$ cat config.mk
export PLATFORM = sky130hd
export DESIGN_NAME = adc_seq_ctrl
export DESIGN_NICKNAME = d
export VERILOG_FILES = /design/src/rtl/adc_pkg.sv /design/src/rtl/adc_tick_div.sv /design/src/rtl/adc_seq_core.sv /design/src/rtl/adc_result_fmt.sv /design/src/rtl/adc_seq_ctrl.sv
export SDC_FILE = /design/constraint.sdc
export NUM_CORES = 1
export LEC_CHECK = 0
export BUFFER_PORTS_ARGS = -buffer_cell sky130_fd_sc_hd__clkbuf_2
export CORE_MARGIN = 4
export CORE_UTILIZATION = 57
export CTS_CLUSTER_DIAMETER = 200
export DETAILED_ROUTE_END_ITERATION = 16
export GPL_ROUTABILITY_DRIVEN = 0
export GPL_TIMING_DRIVEN = 0
export PLACE_DENSITY = 0.79
export SLEW_MARGIN = 20
export SYNTH_ARGS = -nofsm -noshare
export SYNTH_HDL_FRONTEND = slang
export SYNTH_SLANG_ARGS = --single-unit
$ cat constraint.sdc
create_clock -name clk -period 2.56 [get_ports clk]
set_input_delay 0.384 -clock clk [delete_from_list [all_inputs] [get_ports clk]]
set_output_delay 0.384 -clock clk [all_outputs]
set_load 0.02 [all_outputs]
$ cat src/rtl/adc_pkg.sv
package adc_pkg;

  localparam int BUS_W = 8;

  localparam logic [1:0] ADDR_SEL  = 2'd0;
  localparam logic [1:0] ADDR_CTL  = 2'd1;
  localparam logic [1:0] ADDR_DLO  = 2'd2;
  localparam logic [1:0] ADDR_DHI  = 2'd3;

  // control register bit positions
  localparam int CTL_EN    = 7;
  localparam int CTL_GO    = 6;
  localparam int CTL_AUTO  = 5;
  localparam int CTL_FLAG  = 4;
  localparam int CTL_IE    = 3;

  // selection register bit positions
  localparam int SEL_REF   = 2;
  localparam int SEL_LADJ  = 3;
  localparam int SEL_FRUN  = 4;

  typedef enum logic {
    SEQ_IDLE = 1'b0,
    SEQ_RUN  = 1'b1
  } seq_state_e;

endpackage

$ cat src/rtl/adc_tick_div.sv
module adc_tick_div #(
  parameter int PS_W = 3
) (
  input  logic            clk,
  input  logic            rst_n,
  input  logic            run,
  input  logic [PS_W-1:0] ps,
  output logic            tick
);

  localparam int CNT_W = (1 << PS_W) - 1;

  logic [CNT_W-1:0] cnt_q, cnt_d;
  logic [CNT_W-1:0] lim;

  always_comb begin
    if (ps == '0) lim = CNT_W'(1);
    else          lim = CNT_W'((32'd1 << ps) - 32'd1);
  end

  assign tick = run && (cnt_q == lim);

  always_comb begin
    if (!run)      cnt_d = '0;
    else if (tick) cnt_d = '0;
    else           cnt_d = cnt_q + CNT_W'(1);
  end

  always_ff @(posedge clk or negedge rst_n) begin
    if (!rst_n) cnt_q <= '0;
    else        cnt_q <= cnt_d;
  end


  tick_gap_chk: assert property (@(posedge clk) disable iff (!rst_n)
    tick |=> !tick);

endmodule

$ cat src/rtl/adc_seq_core.sv
module adc_seq_core
  import adc_pkg::*;
#(
  parameter int SHORT_LEN = 13,
  parameter int LONG_LEN  = 25
) (
  input  logic clk,
  input  logic rst_n,
  input  logic en,
  input  logic start,
  input  logic tick,
  output logic busy,
  output logic done
);

  localparam int STEP_W = $clog2(LONG_LEN + 1);
  localparam logic [STEP_W-1:0] SHORT_LAST = STEP_W'(SHORT_LEN - 1);
  localparam logic [STEP_W-1:0] LONG_LAST  = STEP_W'(LONG_LEN - 1);

  seq_state_e        state_q, state_d;
  logic [STEP_W-1:0] step_q, step_d;
  logic              first_pend_q, first_pend_d;
  logic              is_long_q, is_long_d;
  logic [STEP_W-1:0] last_step;

  assign last_step = is_long_q ? LONG_LAST : SHORT_LAST;
  assign busy      = (state_q == SEQ_RUN);
  assign done      = busy && en && tick && (step_q == last_step);

  always_comb begin
    state_d      = state_q;
    step_d       = step_q;
    is_long_d    = is_long_q;
    first_pend_d = first_pend_q;

    if (start)    first_pend_d = 1'b0;
    else if (!en) first_pend_d = 1'b1;

    unique case (state_q)
      SEQ_IDLE: begin
        if (start) begin
          state_d   = SEQ_RUN;
          step_d    = '0;
          is_long_d = first_pend_q;
        end
      end
      SEQ_RUN: begin
        if (!en || done) begin
          state_d = SEQ_IDLE;
          step_d  = '0;
        end else if (tick) begin
          step_d = step_q + STEP_W'(1);
        end
      end
      default: state_d = SEQ_IDLE;
    endcase
  end

  always_ff @(posedge clk or negedge rst_n) begin
    if (!rst_n) begin
      state_q      <= SEQ_IDLE;
      step_q       <= '0;
      is_long_q    <= 1'b0;
      first_pend_q <= 1'b1;
    end else begin
      state_q      <= state_d;
      step_q       <= step_d;
      is_long_q    <= is_long_d;
      first_pend_q <= first_pend_d;
    end
  end


  abort_chk: assert property (@(posedge clk) disable iff (!rst_n)
    busy && !en |=> !busy);


  busy_hold_chk: assert property (@(posedge clk) disable iff (!rst_n)
    busy && en && !done |=> busy);


  step_range_chk: assert property (@(posedge clk) disable iff (!rst_n)
    busy |-> step_q <= LONG_LAST);

endmodule

$ cat src/rtl/adc_result_fmt.sv
module adc_result_fmt #(
  parameter int RES_W  = 10,
  parameter int BYTE_W = 8
) (
  input  logic [RES_W-1:0]  code,
  input  logic              left,
  output logic [BYTE_W-1:0] hi,
  output logic [BYTE_W-1:0] lo
);

  localparam int PAIR_W = 2 * BYTE_W;
  localparam int PAD_W  = PAIR_W - RES_W;

  logic [PAIR_W-1:0] pair;

  generate
    if (PAD_W > 0) begin : g_pad
      always_comb begin
        if (left) pair = {code, {PAD_W{1'b0}}};
        else      pair = {{PAD_W{1'b0}}, code};
      end
    end else begin : g_nopad
      always_comb pair = PAIR_W'(code);
    end
  endgenerate

  assign hi = pair[PAIR_W-1:BYTE_W];
  assign lo = pair[BYTE_W-1:0];

endmodule

$ cat src/rtl/adc_seq_ctrl.sv
module adc_seq_ctrl
  import adc_pkg::*;
#(
  parameter int RES_W     = 10,
  parameter int SHORT_LEN = 13,
  parameter int LONG_LEN  = 25
) (
  input  logic             clk,
  input  logic             rst_n,
  input  logic             bus_wr,
  input  logic             bus_rd,
  input  logic [1:0]       bus_addr,
  input  logic [7:0]       bus_wdata,
  output logic [7:0]       bus_rdata,
  input  logic             trig_in,
  input  logic             irq_ack,
  input  logic [RES_W-1:0] sample_code,
  output logic [1:0]       chan_sel,
  output logic             ref_sel,
  output logic             irq
);

  localparam int PS_W = 3;

  // selection register
  logic [1:0] chan_q, chan_d;
  logic       ref_q, ref_d, ladj_q, ladj_d, frun_q, frun_d;
  // control register
  logic            en_q, en_d, auto_q, auto_d, flag_q, flag_d, ie_q, ie_d;
  logic [PS_W-1:0] ps_q, ps_d;
  // sequencing and result state
  logic             trig_q, restart_q, restart_d;
  logic [RES_W-1:0] result_q, result_d, hold_q, hold_d;
  logic             hold_vld_q, hold_vld_d;
  logic [1:0]       chan_act_q, chan_act_d;
  logic             ref_act_q, ref_act_d;

  logic wr_sel, wr_ctl, rd_lo, rd_hi;
  logic sw_start, trig_edge, start_go;
  logic seq_busy, seq_done, tick;
  logic [BUS_W-1:0] live_hi, live_lo, held_hi, held_lo;

  assign wr_sel    = bus_wr && (bus_addr == ADDR_SEL);
  assign wr_ctl    = bus_wr && (bus_addr == ADDR_CTL);
  assign rd_lo     = bus_rd && (bus_addr == ADDR_DLO);
  assign rd_hi     = bus_rd && (bus_addr == ADDR_DHI);
  assign sw_start  = wr_ctl && bus_wdata[CTL_GO];
  assign trig_edge = trig_in && !trig_q;
  assign start_go  = en_d && !seq_busy &&
                     (sw_start || (auto_q && en_q && trig_edge) || restart_q);

  adc_tick_div #(.PS_W(PS_W)) u_div (
    .clk   (clk),
    .rst_n (rst_n),
    .run   (seq_busy && en_q),
    .ps    (ps_q),
    .tick  (tick)
  );

  adc_seq_core #(.SHORT_LEN(SHORT_LEN), .LONG_LEN(LONG_LEN)) u_seq (
    .clk   (clk),
    .rst_n (rst_n),
    .en    (en_q),
    .start (start_go),
    .tick  (tick),
    .busy  (seq_busy),
    .done  (seq_done)
  );

  adc_result_fmt #(.RES_W(RES_W), .BYTE_W(BUS_W)) u_fmt_live (
    .code (result_q),
    .left (ladj_q),
    .hi   (live_hi),
    .lo   (live_lo)
  );

  adc_result_fmt #(.RES_W(RES_W), .BYTE_W(BUS_W)) u_fmt_held (
    .code (hold_q),
    .left (ladj_q),
    .hi   (held_hi),
    .lo   (held_lo)
  );

  // register next-state
  always_comb begin
    chan_d = chan_q;
    ref_d  = ref_q;
    ladj_d = ladj_q;
    frun_d = frun_q;
    if (wr_sel) begin
      chan_d = bus_wdata[1:0];
      ref_d  = bus_wdata[SEL_REF];
      ladj_d = bus_wdata[SEL_LADJ];
      frun_d = bus_wdata[SEL_FRUN];
    end

    en_d   = en_q;
    auto_d = auto_q;
    ie_d   = ie_q;
    ps_d   = ps_q;
    if (wr_ctl) begin
      en_d   = bus_wdata[CTL_EN];
      auto_d = bus_wdata[CTL_AUTO];
      ie_d   = bus_wdata[CTL_IE];
      ps_d   = bus_wdata[PS_W-1:0];
    end

    if (seq_done)                                  flag_d = 1'b1;
    else if ((wr_ctl && bus_wdata[CTL_FLAG]) || irq_ack) flag_d = 1'b0;
    else                                           flag_d = flag_q;

    restart_d = seq_done && auto_q && frun_q;
    result_d  = seq_done ? sample_code : result_q;

    hold_d     = hold_q;
    hold_vld_d = hold_vld_q;
    if (rd_lo) begin
      hold_d     = result_q;
      hold_vld_d = 1'b1;
    end else if (rd_hi) begin
      hold_vld_d = 1'b0;
    end

    chan_act_d = seq_busy ? chan_act_q : chan_q;
    ref_act_d  = seq_busy ? ref_act_q  : ref_q;
  end

  always_ff @(posedge clk or negedge rst_n) begin
    if (!rst_n) begin
      chan_q     <= '0;
      ref_q      <= 1'b0;
      ladj_q     <= 1'b0;
      frun_q     <= 1'b0;
      en_q       <= 1'b0;
      auto_q     <= 1'b0;
      flag_q     <= 1'b0;
      ie_q       <= 1'b0;
      ps_q       <= '0;
      trig_q     <= 1'b0;
      restart_q  <= 1'b0;
      result_q   <= '0;
      hold_q     <= '0;
      hold_vld_q <= 1'b0;
      chan_act_q <= '0;
      ref_act_q  <= 1'b0;
    end else begin
      chan_q     <= chan_d;
      ref_q      <= ref_d;
      ladj_q     <= ladj_d;
      frun_q     <= frun_d;
      en_q       <= en_d;
      auto_q     <= auto_d;
      flag_q     <= flag_d;
      ie_q       <= ie_d;
      ps_q       <= ps_d;
      trig_q     <= trig_in;
      restart_q  <= restart_d;
      result_q   <= result_d;
      hold_q     <= hold_d;
      hold_vld_q <= hold_vld_d;
      chan_act_q <= chan_act_d;
      ref_act_q  <= ref_act_d;
    end
  end

  // read mux
  always_comb begin
    unique case (bus_addr)
      ADDR_SEL: bus_rdata = {3'b000, frun_q, ladj_q, ref_q, chan_q};
      ADDR_CTL: bus_rdata = {en_q, seq_busy, auto_q, flag_q, ie_q, ps_q};
      ADDR_DLO: bus_rdata = live_lo;
      default:  bus_rdata = hold_vld_q ? held_hi : live_hi;
    endcase
  end

  assign chan_sel = chan_act_q;
  assign ref_sel  = ref_act_q;
  assign irq      = flag_q && ie_q;


  flag_set_chk: assert property (@(posedge clk) disable iff (!rst_n)
    seq_done |=> flag_q && (result_q == $past(sample_code)));


  ack_clear_chk: assert property (@(posedge clk) disable iff (!rst_n)
    flag_q && irq_ack && !seq_done |=> !flag_q);


  chan_hold_chk: assert property (@(posedge clk) disable iff (!rst_n)
    seq_busy |=> $stable(chan_sel) && $stable(ref_sel));


  no_done_off_chk: assert property (@(posedge clk) disable iff (!rst_n)
    !en_q |-> !seq_done);


  held_low_unused_chk: assert property (@(posedge clk) disable iff (!rst_n)
    hold_vld_q && !rd_lo |=> $stable(held_hi) || $changed(ladj_q));

  // held_lo is only formatted for symmetry with the live path
  held_lo_chk: assert property (@(posedge clk) disable iff (!rst_n)
    !ladj_q |-> held_lo == hold_q[7:0]);

endmodule

## Yosys cells after proc, flatten, opt, wreduce, memory -nomap -nowiden

Cells that the tools add are included.

| storage, ports and cells | value |
|---|---|
| bits in registers | 53 |
| input port bits | 26 |
| output and inout port bits | 12 |
| word-level logic and storage cells | 87 |

| operators by class | value |
|---|---|
| add/sub/neg operators | 3 |
| equal/unequal tests | 8 |
| shift operators | 1 |
| multiplexer cells | 22 |
| bitwise gates (word level) | 1 |
| reduce and logical (&&, ||, !) cells | 31 |

Operators by type and width:

| operator | count |
|---|---|
| two-way mux 16 bit | 2 |
| one-hot mux 8 bit (3 select lines) | 1 |
| two-way mux 7 bit | 3 |
| two-way mux 5 bit | 4 |
| logical AND 1 bit | 18 |
| one-hot mux 5 bit (2 select lines) | 1 |
| two-way mux 1 bit | 9 |
| two-way mux 8 bit | 1 |
| adder 7 x 1 -> 7 bit (second input constant) | 1 |
| equality test 7 bit | 1 |
| << shifter 1 x 3 -> 7 bit (first input constant) | 1 |
| subtractor 7 x 1 -> 7 bit (second input constant) | 1 |
| adder 5 x 1 -> 5 bit (second input constant) | 1 |
| equality test 5 bit | 1 |
| equality test 2 bit (second input constant) | 2 |
| logical OR 1 bit | 4 |
| AND reduction 2 bit | 2 |
| nonzero test 2 bit | 2 |
| logical NOT 1 bit | 3 |
| logical NOT 3 bit | 1 |
| inequality test 3 x 2 -> 1 bit (second input constant) | 1 |
| equality test 2 x 1 -> 1 bit (second input constant) | 1 |
| logical NOT 2 bit | 1 |
| inequality test 2 x 1 -> 1 bit (second input constant) | 1 |
| 3 further kinds | 3 |

## Depth between registers and ports, before layout

Gate-level depths: netlist (run 1).

| depth | value |
|---|---|
| word-level depth | 10 |
| gate-level depth with buffers | 8 |
| mapped depth without buffers | 6 |

## Modules after synthesis

Synthesis (run 1) repeated with hierarchy kept, for this count alone.

| unflattened totals | value |
|---|---|
| cells, all modules | 259 |
| area, all modules | 3074.2 sq um |

Modules (own cells, without submodules):

| module | times used | cells each | area an instance (sq um) | seq. area each (sq um) |
|---|---|---|---|---|
| adc_seq_ctrl | 1 | 118 | 1766.7 | 950.9 |
| adc_tick_div | 1 | 55 | 524.3 | 175.2 |
| adc_seq_core | 1 | 50 | 467.9 | 201.4 |
| adc_result_fmt | 2 | 18 | 157.7 | 0.0 |

## Least setup slack after synthesis (run 1)

Ideal clock, no wire load.

| timing path | value |
|---|---|
| path kind | reg-to-reg |
| from | reg ps_q[2] |
| to | reg result_q[0] |
| setup time | 0.125 ns |
| data arrival time | 1.913 ns |
| required time | 2.435 ns |
| slack | 0.522 ns |
| stages on the path, launching flop included | 8 |
| path buffers | 2 |
| clock period less this slack | 2.038 ns |
| cell sequence | dfrtp_1 -> or4_4 -> mux2i_4 -> a21o_1 -> and3_1 -> buf_6 -> buf_12 -> mux2_4 |

| on the way | value |
|---|---|
| cells in the longest elaborated chain, start to end | 7 |
| elaborated cells on any way between the ends | 8 |
| classes of those cells | add/sub: 1; eq/ne: 1; shift: 1; mux: 1; reduce/logical: 4 |

Ends and longest elaborated chain:

| item | line | text |
|---|---|---|
| start: declaration | adc_seq_ctrl.sv:30 | `logic [PS_W-1:0] ps_q, ps_d;` |
| start signal: assignment | adc_seq_ctrl.sv:155 | `ps_q <= ps_d;` |
| << shifter 1 x 3 -> 7 bit | adc_tick_div.sv:18 | `else lim = CNT_W'((32'd1 << ps) - 32'd1);` |
| subtractor 7 x 1 -> 7 bit | adc_tick_div.sv:18 |  |
| two-way mux 7 bit * | adc_tick_div.sv:17 | `if (ps == '0) lim = CNT_W'(1);` |
| equality test 7 bit * | adc_tick_div.sv:21 | `assign tick = run && (cnt_q == lim);` |
| logical AND 1 bit * | adc_tick_div.sv:21 |  |
| logical AND 1 bit * (2 in series) | adc_seq_core.sv:28 | `assign done = busy && en && tick && (step_q == last_step);` |
| end signal: assignment | adc_seq_ctrl.sv:158 | `result_q <= result_d;` |
| end: declaration | adc_seq_ctrl.sv:33 | `logic [RES_W-1:0] result_q, result_d, hold_q, hold_d;` |

Mark *: on every way between the ends. The rest lies on a longest branch, timed or not.
A chain may end at the register's enable or synchronous reset.

## Worst setup path after layout (run 1)

| timing path | value |
|---|---|
| from | reg ladj_q |
| to | out bus_rdata[2] |

| on the way | value |
|---|---|
| cells in the longest elaborated chain, start to end | 3 |
| elaborated cells on any way between the ends | 4 |
| classes of those cells | mux: 4 |

Ends and longest elaborated chain:

| item | line | text |
|---|---|---|
| start: declaration | adc_seq_ctrl.sv:27 | `logic ref_q, ref_d, ladj_q, ladj_d, frun_q, frun_d;` |
| start signal: assignment | adc_seq_ctrl.sv:149 | `ladj_q <= ladj_d;` |
| two-way mux 16 bit | adc_result_fmt.sv:19 | `if (left) pair = {code, {PAD_W{1'b0}}};` |
| two-way mux 8 bit | adc_seq_ctrl.sv:172 | `default: bus_rdata = hold_vld_q ? held_hi : live_hi;` |
| one-hot mux 8 bit (3 select lines) * | adc_seq_ctrl.sv:168 | `unique case (bus_addr)` |
| end: declaration | adc_seq_ctrl.sv:14 | `output logic [7:0] bus_rdata,` |

Marks and branches as above.

==> results of run 1 <==
[power by group]
group | leakage (nW) | internal, mW | switching (mW)
registers | 0.670 | 0.868 | 0.0591
logic | 0.763 | 0.161 | 0.179
clock network | 0.0412 | 0.192 | 0.266
total | 1.47 | 1.22 | 0.504
[metal layers]
metal  up-vias  track usage (%)
met5         -                0
met4         0             4.27
met1       917             25.1
met2        28             31.6
met3         6             4.86
li1        939                -
[cell type report]
class / instances / share of cell area [%]
plain buffers: 10 / 2.69
inverters: 7 / 0.855
clock inverters: 2 / 0.407
well taps: 52 / 2.12
flip-flops and latches: 51 / 41.6
repair buffers: 36 / 5.94
multi-input cells: 167 / 44.0
clock buffers: 6 / 2.36
[worst register-to-register path, delay by kind of cell (launching register included)]
kind,cells,cell delay [ns]
AND/OR/NAND/NOR,2,0.74
multiplexers,2,0.48
flip-flops,1,0.47
buffers and inverters,2,0.27
AO/OA/AOI/OAI,1,0.12
[logic make-up after synthesis]
| kind of cell | Yosys count | synth area share, % |
|---|---|---|
| muxes | 49 | 21.6 |
| xor gates and xnor gates | 7 | 2.23 |
| adders and majority gates | 3 | 1.37 |
| and+or+nand+nor | 67 | 13.0 |
| AOI/OAI and AO/OA | 41 | 11.2 |
| DFF | 51 | 46.6 |
| buffers and inverters | 18 | 4.10 |
[metrics by stage]
step | utilization [%] | instances | cell area [sq um]
2_1_floorplan | - | 236 | 2740
3_5_place_dp | 66.4 | 324 | 2990
3_3_place_gp | 66.4 | 324 | 2990
5_1_grt | 68.3 | 331 | 3070
4_1_cts | 68.2 | 331 | 3070
6_report | 68.3 | 331 | 3070
[timing repair]
action                                 4_1_cts  5_1_grt
hold buffers                                 0        0
resized for setup                            0        1
endpoints found under the hold margin        0        0
setup endpoints to repair                    1        1
cloned                                       0        0
[Yosys cell counts, drive strengths merged, types with 2 or more instances]
cell    count  area (sq um)
mux2       34           417
nand2      22          82.6
dfrtp      50          1250
o21ai       9          52.6
a31o        2          17.5
inv         7          26.3
nor2b       8          50.1
nand2b      2          12.5
ha          3          37.5
and3        6          43.8
xnor2       2          17.5
o211ai      2          20.0
o22ai       4          25.0
and2        2          12.5
a31oi       2          12.5
mux2i      14           153
a22o        7          61.3
a211oi      3          27.5
xor2        5          43.8
clkbuf      4          15.0
nand3       6          30.0
a21oi       3          15.0
o31ai       3          22.5
nor2       11          41.3
buf         7          71.3
[how the worst min path moves through the flow]
stage | to | slack [ns] | cells past startpoint
6_report | chan_sel[0]$_DFFE_PN0N_ | 0.13 | 1
5_1_grt | chan_q[0]$_DFFE_PN0P_ | 0.18 | 1
4_1_cts | chan_q[0]$_DFFE_PN0P_ | 0.15 | 1
3_5_place_dp | u_seq.first_pend_q$_DFFE_PN1P_ | 0.47 | 2
3_3_place_gp | u_seq.first_pend_q$_DFFE_PN1P_ | 0.45 | 2
2_1_floorplan | auto_q$_DFFE_PN0P_ | 0.09 | 0
[sequential cells by signal (all words and copies together) (netlist names)]
signal and flops:
chan_sel 2, ie_q 1, en_q 1, hold_q 8
chan_q 2, hold_vld_q 1, ladj_q 1, ref_sel 1
u_seq.step_q 5, u_seq.is_long_q 1, ref_q 1, frun_q 1
u_seq.first_pend_q 1, u_div.cnt_q 7, ps_q 3, auto_q 1
trig_q 1, result_q 10, restart_q 1, u_seq.busy 1
flag_q 1
==> results.json, run 1 <==
{
  "outcome": "finished, final reports clean",
  "fin_tns_setup_ns": 0,
  "n_antenna_cell": 0,
  "final_cell_mix": "49 x dfrtp_1, 35 x clkbuf_2, 25 x mux2_2",
  "core_area_sq_um": 4500,
  "rsz0062_at_grt": "no",
  "power.density_nw_per_um2": 561,
  "grt.total_usage_pct": 19.0,
  "grt_max_degree": 52,
  "cp_top_family": "buffers and inverters",
  "startpoint": "ladj_q$_DFFE_PN0P_",
  "power.total_mw": 1.73,
  "clockBufferDepth": 2,
  "finalSetupViolCount": 0,
  "skew_ns": 0.00861,
  "hold_viol": 0,
  "cts_setup_buffers": 0,
  "seq_area_sq_um": 1280,
  "worst_ep_required_time_ns": 2.18,
  "final_common_cell": "dfrtp_1",
  "num-fill-cells": 357,
  "netlist_area_sq_um": 2740,
  "min_period_ns": 2.33,
  "viasPerCell": 5.71,
  "wl_per_cell_microns": 16.0,
  "path_cells": "clkbuf_1, nand2_1, o21ai_0, nand2_1, o21ai_0, clkbuf_2",
  "grt_pass1_wl_mm": 9.05,
  "die_h_microns": 77.4,
  "max-slew-margin-rel_pct": 44.1,
  "wl_met3_microns": 215,
  "start_util_pct": 60.9,
  "wl_met2_mm": 2.57,
  "layout-drive-gt1-share_pct": 34.8,
  "yosysUniqueCellTypes": 53,
  "drtIter0Drc": 48,
  "tightest_slew_ns": 0.836,
  "first_global_vias": 1900,
  "multiInputGateArea_sq_um": 1350,
  "r2r_cells": 7,
  "htreeDepth": 2,
  "io_pins": 38,
  "post-place-ws_ns": 0.303,
  "grt_overflow_total": 0,
  "cp_slowest_cell": "clkbuf_1",
  "worstPathMaxFanout": 10,
  "holdWs_ns": 0.126,
  "drv_slew": 0,
  "top_layer_used": "met4",
  "syn_inst": 236,
  "peakVddDrop_v": 0.000386,
  "layout.nets": 307,
  "reg2reg_from": "ps_q[2]$_DFFE_PN0P_",
  "reg2reg_slack_ns": 0.36,
  "crit_type": "flip-flop to primary output",
  "reg2reg_to": "result_q[4]$_DFFE_PN0P_",
  "hold_class": "input pin to async pin",
  "ys_async_sr_fraction_pct": 100,
  "p_leak_nw": 1.47,
  "cp.depth": 6,
  "crit_end": "bus_rdata[2]",
  "seq_area_frac_synth_pct": 46.6,
  "vias": 1890,
  "cpPeakStageDelay_ns": 0.37,
  "worstSetupEndpointType": "primary output",
  "ys_ff_latch": 51,
  "cap_violations": 0,
  "clkTransAtPathRegs_ns": 0.09,
  "synth-edff-count": 0,
  "ant_nets": 0,
  "area_growth_pct": 12.0,
  "fmax_mhz": 429,
  "drc": 0,
  "die-area_sq_um": 5990,
  "syn_nets": 265,
  "path_buf_inv": 2,
  "ys_warn_count": 0,
  "startpoint_type": "flip-flop",
  "dp_hpwl_mm": 4.01,
  "firstDrtPassIters": 4,
  "clock_latency_ns": 0.31,
  "antenna_found_initial": 0,
  "critPathArrivalTime_ns": 1.95,
  "fin_crit_sh_pct": 91.0,
  "rows": 24,
  "wl_met1_mm": 2.46,
  "cts_num_sinks": 51,
  "cts-root-buf": "clkbuf_8",
  "final.setup.worst_slack_ns": 0.231,
  "io_buffer_count": 36,
  "cts_tree": "yes",
  "synth.avg_cell_area_sq_um": 11.6,
  "cts_buffers": 5,
  "synth_ff_type": "dfrtp_1",
  "die_w_microns": 77.4,
  "routed_wl_mm": 5.31
}
(Power assumes the default switching activity.)
==> run 2, diff against run 1 <==
--- a/config.mk
+++ b/config.mk
@@ -5,8 +5,9 @@
 export SDC_FILE = /design/constraint.sdc
 export NUM_CORES = 1
 export LEC_CHECK = 0
+export ABC_AREA = 1
 export BUFFER_PORTS_ARGS = -buffer_cell sky130_fd_sc_hd__clkbuf_2
-export CORE_MARGIN = 4
+export CORE_MARGIN = 3
 export CORE_UTILIZATION = 57
 export CTS_CLUSTER_DIAMETER = 200
 export DETAILED_ROUTE_END_ITERATION = 16
==> constraint.sdc (replaced) <==
create_clock -name clk -period 2.35 [get_ports clk]
set_input_delay 0.3525 -clock clk [delete_from_list [all_inputs] [get_ports clk]]
set_output_delay 0.3525 -clock clk [all_outputs]
set_load 0.02 [all_outputs]
==> results.json, run 2 <==
{
  "firstDrtPassIters": 5,
  "fin_crit_sh_pct": 91.9,
  "synth-edff-count": 0,
  "cts_tree": "yes",
  "yosys.area.top_type_share_pct": 44.0,
  "largest-register": "result_q",
  "rows": 25,
  "cts_buffers": 5,
  "wl_per_cell_microns": 12.9,
  "final_cell_mix": "92 x nand2_1, 57 x inv_1, 50 x dfrtp_1",
  "worstPathMaxFanout": 10,
  "worstSetupEndpointType": "primary output",
  "largest_register_ffs": 10,
  "synthSimpleGateAreaFrac_pct": 27.1,
  "cts_num_sinks": 51,
  "worst_ep_required_time_ns": 2.00,
  "clkTransAtPathRegs_ns": 0.09,
  "fin_tns_setup_ns": 0,
  "hold_viol": 0,
  "io_pins": 38,
  "n_antenna_cell": 0,
  "crit_type": "flip-flop to primary output",
  "grt.total_usage_pct": 21.9,
  "ys_warn_count": 0,
  "skew_ns": 0.00430,
  "finalSetupViolCount": 0,
  "fmax_mhz": 463,
  "die_w_microns": 76.6,
  "layout-drive-gt1-share_pct": 22.9,
  "power.density_nw_per_um2": 641,
  "startpoint_type": "flip-flop",
  "clockBufferDepth": 2,
  "cts-root-buf": "clkbuf_8",
  "drc": 0,
  "synth.area.top_cells": "dfrtp_1 44%, nand2_1 12%, inv_1 7.5%, o21ai_0 5.1%, o21ai_2 3.4%",
  "grt_overflow_total": 0,
  "clock_latency_ns": 0.30,
  "synth_xor_area_share_pct": 1.80,
  "peakVddDrop_v": 0.000457,
  "max-slew-margin-rel_pct": 54.3,
  "io_buffer_count": 37,
  "layout.nets": 426,
  "area_growth_pct": 13.6,
  "tightest_slew_ns": 0.685,
  "rsz0062_at_grt": "no",
  "outcome": "finished, final reports clean",
  "syn_nets": 383,
  "ys_ff_latch": 51,
  "die_h_microns": 76.6,
  "viasPerCell": 5.22,
  "antenna_found_initial": 0,
  "yosysUniqueCellTypes": 39,
  "synth_most_common_cell": "nand2_1",
  "reg2reg_slack_ns": 0.65,
  "start_util_pct": 59.4,
  "cap_violations": 0,
  "critPathArrivalTime_ns": 1.81,
  "first_global_vias": 2320,
  "vias": 2425,
  "drtIter0Drc": 130,
  "synthMuxAreaShare_pct": 0.396,
  "die-area_sq_um": 5870,
  "post-place-ws_ns": 0.340,
  "ys_async_sr_fraction_pct": 100,
  "seq_area_sq_um": 1280,
  "dp_hpwl_mm": 4.51,
  "synth_adder_area_share_pct": 1.32,
  "final_common_cell": "nand2_1",
  "synth-compound-area-share_pct": 13.8,
  "grt_pass1_wl_mm": 10.4,
  "p_leak_nw": 1.75,
  "htreeDepth": 2,
  "multiInputGateArea_sq_um": 1260,
  "hold_class": "input pin to async pin",
  "synth_ff_type": "dfrtp_1",
  "drv_slew": 0,
  "netlist_area_sq_um": 2840,
  "reg_top3": "result_q (10), hold_q (8), u_div.cnt_q (7)",
  "synth.avg_cell_area_sq_um": 8.03,
  "seq_area_frac_synth_pct": 44.9,
  "synth_top_family_by_area": "simple AND/OR/NAND/NOR gates",
  "min_period_ns": 2.16,
  "num-fill-cells": 418,
  "yosys-top-cells-count": "92 x nand2_1, 57 x inv_1, 50 x dfrtp_1, 29 x o21ai_0, 19 x nand3_1",
  "synth_top_area_cell": "dfrtp_1",
  "final.setup.worst_slack_ns": 0.191,
  "ant_nets": 0,
  "syn_inst": 354,
  "core_area_sq_um": 4790,
  "grt_max_degree": 52,
  "routed_wl_mm": 6.01,
  "hold_buffers": 0
}
[run 2: cell count changes after synthesis, moves of 8 or more]
cell     before  now
mux2_2       25    1
nand2_1      22   92
nor2b_1       8    0
mux2i_1      13    0
o21ai_0       7   29
nand3_1       6   19
inv_1         7   57
mux2_4        9    0
o21ai_2       2   11
[run 2: path summary, 6_finish.rpt]
check / endpoint / startpoint / cells after the start
max: bus_rdata[4] / hold_vld_q$_DFFE_PN0P_ / 5
min: u_div.cnt_q[4]$_DFF_PN0_ / rst_n / 1
max reg2reg: result_q[5]$_DFFE_PN0P_ / ps_q[2]$_DFFE_PN0P_ / 10
min reg2reg: result_q[7]$_DFFE_PN0P_ / result_q[7]$_DFFE_PN0P_ / 2
max in group asynchronous: restart_q$_DFF_PN0_ / rst_n / 1
min in group clk: trig_q$_DFF_PN0_ / trig_in / 1
[run 2: logic make-up after synthesis]
family          count (synthesis)
simple gates                  161
buf+inv                        71
compound gates                 62
flops                          51
xor+xnor                        5
fa+ha+maj                       3
mux                             1
[run 2: where the power goes]
part,leakage [nW],switching [mW],internal [mW]
Sequential,0.602,0.0606,0.956
Combinational,1.09,0.277,0.146
Clock,0.0612,0.288,0.345
Total,1.75,0.626,1.45
[run 2: area by class of cell]
cell class,instances,share of cell area (%)
multi-input combinational,232,39.2
inverter,63,7.32
clock buffer,6,2.56
clock inverter,2,1.08
timing repair buffer,37,5.81
sequential,51,39.5
buffer,7,1.94
tap,67,2.59
[run 2: critical path: stages (launching register included)]
cell and delay (ns):
dfrtp_1 0.33, clkbuf_1 0.25, clkinv_1 0.29, o211ai_1 0.30
o2111ai_1 0.16, clkbuf_2 0.18
[run 2: stage by stage]
step                area, sq um  cells  hold WS (ns)  power [mW]  util, %
detailed placement         3110    458         0.468        1.46     65.1
global placement           3110    458         0.466        1.44     65.0
finish                     3230    465        0.0987        2.07     67.5
CTS                        3230    466         0.137        2.09     67.6
floorplan                  2840    354        0.0569        1.31        -
global route               3230    465         0.159        2.19     67.5
[run 2: what timing repair did]
action | in CTS | in global routing
setup endpoints to repair | 1 | 3
pin swaps | 0 | 0
gates cloned | 0 | 0
gates resized for setup | 1 | 0
buffers inserted | 0 | 0
[run 2: per-layer routing]
| metal | up-vias | track usage [%] | part of all wire (%) |
|---|---|---|---|
| met5 | - | 0 | 0 |
| met4 | 0 | 7.25 | 1.6 |
| met3 | 12 | 3.55 | 4.4 |
| met2 | 55 | 36.7 | 50 |
| met1 | 1136 | 29.1 | 44 |
| li1 | 1222 | - | - |
